## config.mk

```make
export PLATFORM = sky130hd
export DESIGN_NAME = bbx_page_translator
export DESIGN_NICKNAME = d
export VERILOG_FILES = /design/src/rtl/bbx_pkg.sv /design/src/rtl/bbx_verdict_cache.sv /design/src/rtl/bbx_span_calc.sv /design/src/rtl/bbx_page_translator.sv
export SDC_FILE = /design/constraint.sdc
export NUM_CORES = 1
export LEC_CHECK = 0
export ABC_AREA = 1
export BUFFER_PORTS_ARGS = -buffer_cell sky130_fd_sc_hd__buf_2
export CORE_ASPECT_RATIO = 1.4
export CORE_MARGIN = 2
export CORE_UTILIZATION = 50
export CTS_CLUSTER_SIZE = 24
export DETAILED_ROUTE_END_ITERATION = 6
export PLACE_DENSITY = 0.71
export SETUP_SLACK_MARGIN = 0.02
export SYNTH_ARGS = -nofsm -noshare
export SYNTH_HDL_FRONTEND = slang
export SYNTH_SLANG_ARGS = --single-unit
export TNS_END_PERCENT = 5
```

## constraint.sdc

```tcl
create_clock -name clk -period 5.3 [get_ports clk]
set_input_delay 1.06 -clock clk [delete_from_list [all_inputs] [get_ports clk]]
set_output_delay 1.06 -clock clk [all_outputs]
set_load 0.05 [all_outputs]
```

## src/rtl/bbx_pkg.sv

```systemverilog
package bbx_pkg;

   localparam int VCODE_W = 8;
   localparam logic [VCODE_W-1:0] VC_UNKNOWN = 8'hFF;
   localparam logic [VCODE_W-1:0] VC_GOOD    = 8'h00;
   localparam logic [VCODE_W-1:0] VC_BAD     = 8'h01;

   typedef enum logic [2:0] {
      ST_IDLE,
      ST_LOOKUP,
      ST_PROBE,
      ST_ISSUE,
      ST_WAIT,
      ST_FINISH
   } bbx_state_e;

endpackage

```

## src/rtl/bbx_verdict_cache.sv

```systemverilog
module bbx_verdict_cache
   import bbx_pkg::*;
#(
   parameter int DEPTH = 16,
   parameter int BLK_W = 16
) (
   input  logic             clk,
   input  logic             rst_n,
   input  logic [BLK_W-1:0] lk_blk,
   output logic             lk_hit,
   output logic             lk_bad,
   input  logic             wr_en,
   input  logic [BLK_W-1:0] wr_blk,
   input  logic             wr_bad
);

   if (!(DEPTH == 0 || (DEPTH >= 2 && (DEPTH & (DEPTH - 1)) == 0))) begin : g_bad_depth
      $error("bbx_verdict_cache: DEPTH must be 0 or a power of two of at least 2");
   end
   if (DEPTH >= (1 << BLK_W)) begin : g_bad_span
      $error("bbx_verdict_cache: DEPTH must be below the block index range");
   end

   if (DEPTH == 0) begin : g_nocache
      logic unused_nc;
      assign unused_nc = ^{clk, rst_n, lk_blk, wr_en, wr_blk, wr_bad};
      assign lk_hit = 1'b0;
      assign lk_bad = 1'b0;
   end else begin : g_cache
      localparam int IDX_W = $clog2(DEPTH);

      logic [VCODE_W-1:0] code_q [DEPTH];
      logic [VCODE_W-1:0] lk_code;
      logic               lk_in_rng;
      logic               wr_in_rng;

      always_ff @(posedge clk) begin
         for (int i = 0; i < DEPTH; i++) begin
            if (!rst_n) begin
               code_q[i] <= VC_UNKNOWN;
            end else if (wr_en && wr_blk == BLK_W'(i)) begin
               code_q[i] <= wr_bad ? VC_BAD : VC_GOOD;
            end
         end
      end

      assign lk_in_rng = {1'b0, lk_blk} < (BLK_W + 1)'(DEPTH);
      assign wr_in_rng = {1'b0, wr_blk} < (BLK_W + 1)'(DEPTH);
      assign lk_code   = code_q[lk_blk[IDX_W-1:0]];
      assign lk_hit    = lk_in_rng && (lk_code != VC_UNKNOWN);
      assign lk_bad    = (lk_code == VC_BAD);

      // a stored verdict is returned on the very next lookup of that block
      p_write_visible_r3: assert property (@(posedge clk) disable iff (!rst_n)
         (wr_en && wr_in_rng) |=>
            ((lk_blk != $past(wr_blk)) || (lk_hit && (lk_bad == $past(wr_bad)))));
   end

endmodule

```

## src/rtl/bbx_span_calc.sv

```systemverilog
module bbx_span_calc #(
   parameter int BLK_W  = 16,
   parameter int OFF_W  = 10,
   parameter int LOG_W  = 4,
   parameter int LEFT_W = 24,
   parameter int CNT_W  = 11
) (
   input  logic [BLK_W-1:0]         blk,
   input  logic [OFF_W-1:0]         off,
   input  logic [LEFT_W-1:0]        left,
   input  logic [LOG_W-1:0]         ppb_log2,
   output logic [BLK_W+OFF_W-1:0]   page,
   output logic [CNT_W-1:0]         count
);

   localparam int PAGE_W = BLK_W + OFF_W;
   localparam int CMP_W  = (LEFT_W > CNT_W) ? LEFT_W : CNT_W;

   if (CNT_W != OFF_W + 1) begin : g_bad_cnt
      $error("bbx_span_calc: CNT_W must be OFF_W + 1");
   end

   logic [CMP_W-1:0] room;
   logic [CMP_W-1:0] left_w;
   logic [CMP_W-1:0] pick;

   assign room   = (CMP_W'(1) << ppb_log2) - CMP_W'(off);
   assign left_w = CMP_W'(left);
   assign pick   = (left_w < room) ? left_w : room;
   assign count  = pick[CNT_W-1:0];
   assign page   = (PAGE_W'(blk) << ppb_log2) | PAGE_W'(off);

endmodule

```

## src/rtl/bbx_page_translator.sv

```systemverilog
module bbx_page_translator
   import bbx_pkg::*;
#(
   parameter int BLK_W        = 16,
   parameter int LEN_W        = 24,
   parameter int MAX_PPB_LOG2 = 10,
   parameter int MAX_PG_LOG2  = 13,
   parameter int CACHE_DEPTH  = 16,
   localparam int OFF_W   = MAX_PPB_LOG2,
   localparam int PAGE_W  = BLK_W + OFF_W,
   localparam int CNT_W   = MAX_PPB_LOG2 + 1,
   localparam int LOG_MAX = (MAX_PG_LOG2 > MAX_PPB_LOG2) ? MAX_PG_LOG2 : MAX_PPB_LOG2,
   localparam int LOG_W   = $clog2(LOG_MAX + 1)
) (
   input  logic              clk,
   input  logic              rst_n,
   input  logic              start,
   input  logic [PAGE_W-1:0] start_lpage,
   input  logic [LEN_W-1:0]  start_len,
   input  logic [LOG_W-1:0]  cfg_ppb_log2,
   input  logic [LOG_W-1:0]  cfg_pg_log2,
   output logic              probe_req,
   output logic [BLK_W-1:0]  probe_blk,
   input  logic              probe_ack,
   input  logic              probe_bad,
   output logic              rd_valid,
   output logic [PAGE_W-1:0] rd_page,
   output logic [CNT_W-1:0]  rd_count,
   input  logic              rd_ready,
   input  logic              rd_cpl,
   input  logic              rd_err,
   output logic              busy,
   output logic              done,
   output logic [LEN_W-1:0]  bytes_read
);

   localparam int LEFT_W = LEN_W;
   localparam int XFER_W = LEN_W + 2;

   if (MAX_PPB_LOG2 < 1) begin : g_bad_ppb
      $error("bbx_page_translator: MAX_PPB_LOG2 must be at least 1");
   end
   if (MAX_PG_LOG2 >= LEN_W) begin : g_bad_pg
      $error("bbx_page_translator: MAX_PG_LOG2 must be below LEN_W");
   end
   if (BLK_W < 2) begin : g_bad_blk
      $error("bbx_page_translator: BLK_W must be at least 2");
   end

   bbx_state_e         state_q;
   logic [PAGE_W-1:0]  skip_q;
   logic [OFF_W-1:0]   off_q;
   logic [LEFT_W-1:0]  left_q;
   logic [BLK_W-1:0]   blk_q;
   logic [XFER_W-1:0]  xfer_q;
   logic [LEN_W-1:0]   len_q;
   logic [LEN_W-1:0]   bytes_q;
   logic [LOG_W-1:0]   ppb_q;
   logic [LOG_W-1:0]   pg_q;

   logic               lk_hit;
   logic               lk_bad;
   logic               vbad;
   logic               nothing_left;
   logic [LEN_W-1:0]   cap_bytes;
   logic [LEN_W:0]     pages_needed;
   logic [OFF_W-1:0]   start_off;
   logic [OFF_W-1:0]   off_mask_q;
   logic [PAGE_W-1:0]  span_page;
   logic [CNT_W-1:0]   span_cnt;

   // ---------------- verdict cache ----------------
   bbx_verdict_cache #(
      .DEPTH (CACHE_DEPTH),
      .BLK_W (BLK_W)
   ) u_cache (
      .clk    (clk),
      .rst_n  (rst_n),
      .lk_blk (blk_q),
      .lk_hit (lk_hit),
      .lk_bad (lk_bad),
      .wr_en  (state_q == ST_PROBE && probe_ack),
      .wr_blk (blk_q),
      .wr_bad (probe_bad)
   );

   // ---------------- request geometry ----------------
   bbx_span_calc #(
      .BLK_W  (BLK_W),
      .OFF_W  (OFF_W),
      .LOG_W  (LOG_W),
      .LEFT_W (LEFT_W),
      .CNT_W  (CNT_W)
   ) u_span (
      .blk      (blk_q),
      .off      (off_q),
      .left     (left_q),
      .ppb_log2 (ppb_q),
      .page     (span_page),
      .count    (span_cnt)
   );

   // ---------------- derived terms ----------------
   assign pages_needed = ({1'b0, start_len} + ((LEN_W + 1)'(1) << cfg_pg_log2) - (LEN_W + 1)'(1))
                         >> cfg_pg_log2;
   assign start_off    = start_lpage[OFF_W-1:0] & ((OFF_W'(1) << cfg_ppb_log2) - OFF_W'(1));
   assign off_mask_q   = (OFF_W'(1) << ppb_q) - OFF_W'(1);
   assign nothing_left = (skip_q == '0) && (left_q == '0);
   assign cap_bytes    = (xfer_q > XFER_W'(len_q)) ? len_q : xfer_q[LEN_W-1:0];
   assign vbad         = (state_q == ST_PROBE) ? probe_bad : lk_bad;

   // ---------------- sequencer ----------------
   always_ff @(posedge clk) begin
      if (!rst_n) begin
         state_q <= ST_IDLE;
         skip_q  <= '0;
         off_q   <= '0;
         left_q  <= '0;
         blk_q   <= '0;
         xfer_q  <= '0;
         len_q   <= '0;
         bytes_q <= '0;
         ppb_q   <= '0;
         pg_q    <= '0;
      end else begin
         unique case (state_q)
            ST_IDLE: begin
               if (start) begin
                  ppb_q   <= cfg_ppb_log2;
                  pg_q    <= cfg_pg_log2;
                  skip_q  <= start_lpage >> cfg_ppb_log2;
                  off_q   <= start_off;
                  left_q  <= pages_needed[LEFT_W-1:0];
                  blk_q   <= '0;
                  xfer_q  <= '0;
                  len_q   <= start_len;
                  state_q <= ST_LOOKUP;
               end
            end
            ST_LOOKUP, ST_PROBE: begin
               if (state_q == ST_LOOKUP && nothing_left) begin
                  bytes_q <= cap_bytes;
                  state_q <= ST_FINISH;
               end else if (state_q == ST_LOOKUP && !lk_hit) begin
                  state_q <= ST_PROBE;
               end else if (state_q == ST_LOOKUP || probe_ack) begin
                  if (skip_q != '0) begin
                     if (!vbad) skip_q <= skip_q - PAGE_W'(1);
                     blk_q   <= blk_q + BLK_W'(1);
                     state_q <= ST_LOOKUP;
                  end else if (vbad) begin
                     blk_q   <= blk_q + BLK_W'(1);
                     state_q <= ST_LOOKUP;
                  end else begin
                     state_q <= ST_ISSUE;
                  end
               end
            end
            ST_ISSUE: begin
               if (rd_ready) state_q <= ST_WAIT;
            end
            ST_WAIT: begin
               if (rd_cpl) begin
                  if (rd_err) begin
                     bytes_q <= cap_bytes;
                     state_q <= ST_FINISH;
                  end else begin
                     xfer_q  <= xfer_q + (XFER_W'(span_cnt) << pg_q);
                     left_q  <= left_q - LEFT_W'(span_cnt);
                     off_q   <= '0;
                     blk_q   <= blk_q + BLK_W'(1);
                     state_q <= ST_LOOKUP;
                  end
               end
            end
            ST_FINISH: begin
               state_q <= ST_IDLE;
            end
            default: state_q <= ST_IDLE;
         endcase
      end
   end

   assign busy       = (state_q != ST_IDLE);
   assign done       = (state_q == ST_FINISH);
   assign probe_req  = (state_q == ST_PROBE);
   assign probe_blk  = blk_q;
   assign rd_valid   = (state_q == ST_ISSUE);
   assign rd_page    = span_page;
   assign rd_count   = span_cnt;
   assign bytes_read = bytes_q;

   // ---------------- assertions ----------------
   // a probe is only raised after a lookup that missed the cache
   p_probe_on_miss_r2: assert property (@(posedge clk) disable iff (!rst_n)
      $rose(probe_req) |-> !$past(lk_hit));

   // a request moves at least one and at most one block of pages
   p_count_range_r5: assert property (@(posedge clk) disable iff (!rst_n)
      rd_valid |-> (rd_count != '0) && (32'(rd_count) <= (32'(1) << ppb_q)));

   // a request never crosses an erase-block boundary
   p_in_block_r6: assert property (@(posedge clk) disable iff (!rst_n)
      rd_valid |-> (32'(rd_page[OFF_W-1:0] & off_mask_q) + 32'(rd_count)) <= (32'(1) << ppb_q));

   // the reported byte count never exceeds the requested length
   p_bytes_cap_r7: assert property (@(posedge clk) disable iff (!rst_n)
      done |-> bytes_read <= len_q);

   // done lasts a single cycle and the result then holds
   p_done_pulse_r8: assert property (@(posedge clk) disable iff (!rst_n)
      done |=> !done && $stable(bytes_read));

   // an offered request holds until accepted
   p_req_hold_r9: assert property (@(posedge clk) disable iff (!rst_n)
      (rd_valid && !rd_ready) |=> rd_valid && $stable(rd_page) && $stable(rd_count));

   // a probe holds until acknowledged
   p_probe_hold_r10: assert property (@(posedge clk) disable iff (!rst_n)
      (probe_req && !probe_ack) |=> probe_req && $stable(probe_blk));

   // a start seen while busy does not restart the operation
   p_start_ignored_r11: assert property (@(posedge clk) disable iff (!rst_n)
      (busy && !done && start) |=> busy);

endmodule

```

**Word-level counts from Yosys, hierarchy flattened**

Memories as Yosys holds them, arrays and structs flattened. A register that Yosys moved wholly into a read port is not among the register bits.
Cells that the tools add are included.

- Bits in registers: 161
- Latch bits: 0
- Memory bits (writable): 128
- Memory bits (read-only): 0
- Bits of input ports: 66
- Output and inout bits: 81
- Word-level logic and storage cells: 235
- Memories kept: 1

- Add/subtract/negate cells: 8
- Multipliers: 0
- Divide/modulo/power cells: 0
- Magnitude comparators: 3
- Equal/unequal tests: 35
- Shift-type cells: 7
- Multiplexer cells: 113
- Bitwise operators: 18
- Reductions and logical operators: 40

Memory list:

| memory | words | bits a word | read ports | clocked after memory_dff | wr ports | line | text |
|---|---|---|---|---|---|---|---|
| u_cache.g_cache.code_q | 16 | 8 | 1 | 1 | 16 | bbx_verdict_cache.sv:32 | `logic [VCODE_W-1:0] code_q [DEPTH];` |

Operators by type and width:

| cell | count |
|---|---|
| two-way mux 26 bit | 9 |
| two-way mux 24 bit | 7 |
| == test 16 x 4 -> 1 bit, second input constant | 8 |
| two-way mux 16 bit | 8 |
| two-way mux 8 bit | 16 |
| case mux 26 bit (2 select lines) | 2 |
| case mux 24 bit (2 select lines) | 2 |
| == test 16 x 3 -> 1 bit, second input constant | 4 |
| two-way mux 1 bit | 51 |
| case mux 16 bit (3 select lines) | 1 |
| == test 16 x 2 -> 1 bit, second input constant | 2 |
| two-way mux 10 bit | 3 |
| adder 26 bit | 1 |
| greater-than comparator 26 x 24 -> 1 bit | 1 |
| zero test 26 bit | 1 |
| bitwise OR 26 x 10 -> 26 bit | 1 |
| nonzero test 26 bit | 1 |
| left shift 11 x 4 -> 26 bit | 1 |
| left shift 16 x 4 -> 26 bit | 1 |
| right shift 26 x 4 -> 26 bit | 1 |
| subtractor 26 x 1 -> 26 bit, second input constant | 1 |
| adder 24 x 25 -> 25 bit | 1 |
| left shift 1 x 4 -> 25 bit, first input constant | 1 |
| right shift 25 x 4 -> 24 bit | 1 |
| other kinds (40) | 99 |

**Depth between registers and ports, before layout**

- Word-level depth: 10
- Mapped depth: 47
- Gate-level depth less buffers: 46

**Modules after synthesis**

Synthesis repeated with hierarchy kept, for this count alone.

- Cells, all modules: 3239
- Area, all modules: 19434.9 um^2

By module, submodules not included:

| module | instances | cells an instance | area an instance (um^2) | seq. area each (um^2) |
|---|---|---|---|---|
| bbx_page_translator | 1 | 2531 | 15024.4 | 3223.1 |
| bbx_span_calc | 1 | 474 | 2492.4 | 0.0 |
| bbx_verdict_cache | 1 | 234 | 1918.1 | 950.9 |

**Worst setup path before layout**

Ideal clock, no wire load.

- Path kind: register -> register
- Start point: reg ppb_q[2]
- End point: reg xfer_q[12]
- Library setup time: 0.070 ns
- Arrival: 6.466 ns
- Data required time: 5.230 ns
- Setup slack: -1.237 ns
- Stages on the path, launching flop included: 40
- Buffers on the path: 2
- Clock period less this slack: 6.537 ns
- Cells stage by stage: dfxtp_1 -> clkbuf_1 -> buf_1 -> nor3_1 -> ha_1 -> a21oi_1 -> nand2_1 -> a21oi_1 -> o21ai_1 -> nand2_1 -> nand2_1 -> nand2_1 -> nand4_1 -> a21boi_0 -> ha_1 -> nand2_1 -> nor2_1 -> nand4_1 -> (+4 left out) -> o21ai_1 -> nand2_1 -> nor2_1 -> inv_1 -> nor3_1 -> ha_1 -> inv_1 -> fa_1 -> o21ai_1 -> nand2_1 -> nand2_1 -> nand2_1 -> o21ai_1 -> a21oi_1 -> o21ai_0 -> o21ai_0 -> a21o_1 -> a21oi_1

- Longest elaborated chain between the ends: 9

Ends and longest elaborated chain:

| what | line | text |
|---|---|---|
| start, declared | bbx_page_translator.sv:58 | `logic [LOG_W-1:0] ppb_q;` |
| start signal, assigned | bbx_page_translator.sv:129 | `ppb_q <= cfg_ppb_log2;` |
| left shift 1 x 4 -> 24 bit * | bbx_span_calc.sv:27 | `assign room = (CMP_W'(1) << ppb_log2) - CMP_W'(off);` |
| subtractor 24 x 10 -> 24 bit * | bbx_span_calc.sv:27 |  |
| less-than comparator 24 bit | bbx_span_calc.sv:29 | `assign pick = (left_w < room) ? left_w : room;` |
| two-way mux 11 bit * | bbx_span_calc.sv:29 |  |
| via rd_count[0] | bbx_page_translator.sv:28 | `output logic [CNT_W-1:0] rd_count,` |
| left shift 11 x 4 -> 26 bit * | bbx_page_translator.sv:168 | `xfer_q <= xfer_q + (XFER_W'(span_cnt) << pg_q);` |
| adder 26 bit * | bbx_page_translator.sv:168 |  |
| two-way mux 26 bit * | bbx_page_translator.sv:164 | `if (rd_err) begin` |
| two-way mux 26 bit * | bbx_page_translator.sv:163 | `if (rd_cpl) begin` |
| case mux 26 bit (2 select lines) * | bbx_page_translator.sv:126 | `unique case (state_q)` |
| end signal, assigned | bbx_page_translator.sv:168 |  |
| end, declared | bbx_page_translator.sv:55 | `logic [XFER_W-1:0] xfer_q;` |

Mark *: on every way through the listed nets, which the timed path passes. The rest lies on a longest branch. The select of a mux whose other input is x is not followed.
A chain may end at the register's enable or synchronous reset.

**Final worst setup path**

- Start point: reg ppb_q[2]
- End point: reg xfer_q[15]

- Longest elaborated chain between the ends: 9

Ends and longest elaborated chain:

| what | line |
|---|---|
| left shift 1 x 4 -> 24 bit * | bbx_span_calc.sv:27 |
| subtractor 24 x 10 -> 24 bit * | bbx_span_calc.sv:27 |
| less-than comparator 24 bit | bbx_span_calc.sv:29 |
| two-way mux 11 bit * | bbx_span_calc.sv:29 |
| left shift 11 x 4 -> 26 bit * | bbx_page_translator.sv:168 |
| adder 26 bit * | bbx_page_translator.sv:168 |
| two-way mux 26 bit * | bbx_page_translator.sv:164 |
| two-way mux 26 bit * | bbx_page_translator.sv:163 |
| case mux 26 bit (2 select lines) * | bbx_page_translator.sv:126 |

Mark *: on every way between the ends. The rest lies on a longest branch, timed or not. The select of a mux whose other input is x is not followed.

==> flow_summary.yaml <==
cts:
  root_buffer: "clkbuf_16"
  cts_tree: "built"
  cts.sinks: 197
  clk_latency_ns: 0.47
  cts.hold.buffers_added: 0
  cts.clk_slew.worst_paths_ns: 0.07
  h-tree-depth: 4
  cts_buffer_depth: 2
  numCtsBuffers: 17
power:
  intPower_uw: 6410
  clkPwrFrac_pct: 9.9
  p_sw_uw: 6970
  switching_share_pct: 52.1
  p_leak_uw: 0.0110
  power_density_nw_per_um2: 585
  p_comb_share_pct: 73.5
  p_total_uw: 13400
  seqPwrFrac_pct: 16.6
  vdd_drop_max_v: 0.000425
layout:
  n_antenna_cell: 0
  nets: 3518
  layout.area.seq_um2: 4270
  multi_input_area_um2: 13100
  area_growth_pct: 21.7
  n_fill_cell: 3578
  post_route_cells_drive_above_1_share_pct: 20.4
setup_path:
  slowest_delay_ns: 0.38
  crit_buf_inv: 8
  critPathSlowestCell: "dfxtp_4"
  cp_max_fo: 6
  critical_path_class: "reg -> reg"
  start_kind: "flop"
  crit_top_cell: "nand2_2"
  critical_path_required_ns: 5.61
  critical_path_arrival_ns: 6.09
  r2r_slack_ns: -0.48
  end_kind: "flop"
  cpLargestDelayFamily: "simple AND/OR/NAND/NOR gates"
sta:
  tightestPinTransition_ns: 0.954
  fmaxAchievable_mhz: 173
  rsz0062_at_grt: "true"
  fin_skew_ns: 0.0196
  hold_viol: 0
  period_needed_ns: 5.78
  setup_viol: 34
  fin_ws_ns: -0.480
  maxSlewViolCount: 0
  fin_crit_sh_pct: 109
  maxSlewHeadroom_pct: 36.3
global_routing:
  antenna_found_initial: 0
  grt-ovfl-total: 0
  grt_pass1_wl_um: 100000
  grt_pass1_vias: 20085
  grtUsageTotal_pct: 31.7
  grt_max_degree: 92
yosys:
  syn_avg_cell_area_um2: 6.19
  netlist_area_um2: 18800
  synth-seq-cells: 197
  yosysSeqAreaShare_pct: 22.7
  ys.flop_type: "dfxtp_1"
  ys.warnings.count: 0
  synthCells: 3033
  synth_edf_count: 31
  ys_types: 66
  synth_nets: 3242
  async_reset_ff_share_pct: 0
detailed_routing:
  routed_wl_um: 64200
  drt-initial-drc-count: 1695
  wl_per_cell_um: 16.9
  route.detailed.drc: 0
  dr.pass1.iters: 6
  vias: 21497
  viasPerCell: 5.66
  ant_nets: 0
die:
  coreArea_um2: 37300
  start_util_pct: 50.3
  io_pins: 147
  die_h_um: 233
  num_rows: 84
  dieArea_um2: 39100
  die_w_um: 168
outcome:
  failed_checks: "setup timing"
  run_status: "finished with violations"
job:
  cap_viol_max_count: 0
placed_design:
  place_congestion: 0.965
  io_buffer_count: 146
  dp_hpwl_um: 49600
  place_ws_ns: -0.566
min_path:
  hp-class: "reg -> reg"
-- synth_stat cells, types with 7 or more instances --
library cell | instances | area (um^2)
a211oi_1 | 8 | 60.1
nand3_1 | 283 | 1420
nor2_1 | 207 | 777
buf_6 | 7 | 78.8
nor3_1 | 45 | 225
nand4_1 | 42 | 263
buf_1 | 10 | 37.5
nor2_2 | 7 | 43.8
xnor2_1 | 11 | 96.3
o22ai_1 | 9 | 56.3
nand2_2 | 11 | 68.8
or2_2 | 12 | 75.1
clkbuf_1 | 87 | 327
nand2_1 | 653 | 2450
mux2i_1 | 16 | 160
buf_2 | 19 | 95.1
dfxtp_1 | 166 | 3320
xor2_1 | 27 | 236
a221oi_1 | 7 | 61.3
buf_4 | 8 | 60.1
edfxtp_1 | 31 | 931
a21oi_1 | 278 | 1390
ha_1 | 139 | 1740
o211ai_1 | 24 | 180
o21ai_0 | 274 | 1370
inv_2 | 15 | 56.3
inv_1 | 421 | 1580
nor4_1 | 14 | 87.6
o21ai_1 | 68 | 340
a21o_1 | 12 | 90.1
a31oi_1 | 13 | 81.3
a21oi_2 | 16 | 140
-- area by class of cell --
| class | instances | share of cell area (%) |
|---|---|---|
| clock buffers | 20 | 2.00 |
| flip-flops and latches | 197 | 18.7 |
| multi-input cells | 2263 | 57.2 |
| repair buffers | 388 | 11.7 |
| well taps | 473 | 2.59 |
| inverters | 442 | 7.29 |
| clock inverters | 12 | 0.498 |
-- power groups by stage --
stage	combinational, uW	clock [uW]	sequential (uW)
after detailed placement	8530	0	2220
after global routing	10700	1390	2250
after global placement	8380	0	2210
after CTS	9050	1350	2200
after floorplan	5600	0	2120
final	9830	1330	2220
-- what timing repair did --
| action | 4_1_cts | 5_1_grt |
|---|---|---|
| gates cloned | 1 | 0 |
| resized for setup | 105 | 121 |
| setup buffers | 18 | 12 |
| pin swaps | 56 | 67 |
| setup endpoints to repair | 47 | 54 |
-- path summary, 6_finish.rpt --
kind | startpoint | to | cells after the start
hold reg to reg | off_q[9]$_SDFFE_PN0P_ | off_q[9]$_SDFFE_PN0P_ | 2
hold / removal | off_q[9]$_SDFFE_PN0P_ | off_q[9]$_SDFFE_PN0P_ | 2
setup reg to reg | ppb_q[2]$_SDFFE_PN0P_ | xfer_q[15]$_SDFFE_PN0P_ | 42
setup / recovery | ppb_q[2]$_SDFFE_PN0P_ | xfer_q[15]$_SDFFE_PN0P_ | 42
-- cells in the final DEF, fill, tap and decap left out, drive strengths merged, types with 11 or more instances in the layout --
cell / n
nand4: 42
edfxtp: 31
inv: 444
nor3: 51
xor2: 27
a21oi: 294
xnor2: 11
nand2: 670
nor4: 14
o21ai: 348
buf: 388
nand3: 285
dfxtp: 166
mux2i: 16
ha: 139
o211ai: 24
clkbuf: 20
a31oi: 14
a211oi: 12
a21o: 12
or2: 17
nor2: 220
-- tightest hold or removal path, cell delays in order, from the launching register on --
cell and delay (ns):
dfxtp_1 0.31, nand2_1 0.06, a21oi_1 0.05
-- flip-flops by register name (all words and copies together) (netlist names), named ones only --
| name | count |
|---|---|
| left_q | 24 |
| pg_q | 4 |
| u_cache.g_cache.code_q | 32 |
| probe_blk | 16 |
| state_q | 3 |
| len_q | 24 |
| skip_q | 26 |
| bytes_read | 24 |
| xfer_q | 26 |
| off_q | 10 |
| ppb_q | 4 |
-- metrics by stage --
step | cell area [um^2] | TNS [ns] | hold WS, ns | util (%) | cells
floorplan | 18900 | -1.39 | 0.439 | - | 3033
global placement | 21200 | -5.02 | 0.449 | 56.8 | 3732
detailed placement | 21200 | -9.65 | 0.458 | 56.8 | 3732
CTS | 22300 | -3.94 | 0.471 | 59.8 | 3783
global route | 22800 | -21.00 | 0.487 | 61.2 | 3795
finish | 22800 | -7.74 | 0.470 | 61.2 | 3795
-- kinds of logic (layout without fill, tap and decap cells) --
kind of cell	count (synthesis)	after routing	share of synthesized area, %
and+or+nand+nor	1307	1308	30.5
AOI/OAI and AO/OA	758	758	22.4
buffers and inverters	574	862	12.1
DFF	197	197	22.7
adders and majority gates	143	143	9.69
xor gates and xnor gates	38	38	1.77
muxes	16	16	0.853
-- routing by layer --
layer  GRT usage [%]  vias up  wire length (um)
met2            58.0      756             32000
li1                -    10695                 -
met1            37.4     9875             25800
met3            2.93      171              3370
met5               0        -                 0
met4            14.6        0              2960
Note: power is estimated with default switching activity, not from simulation.
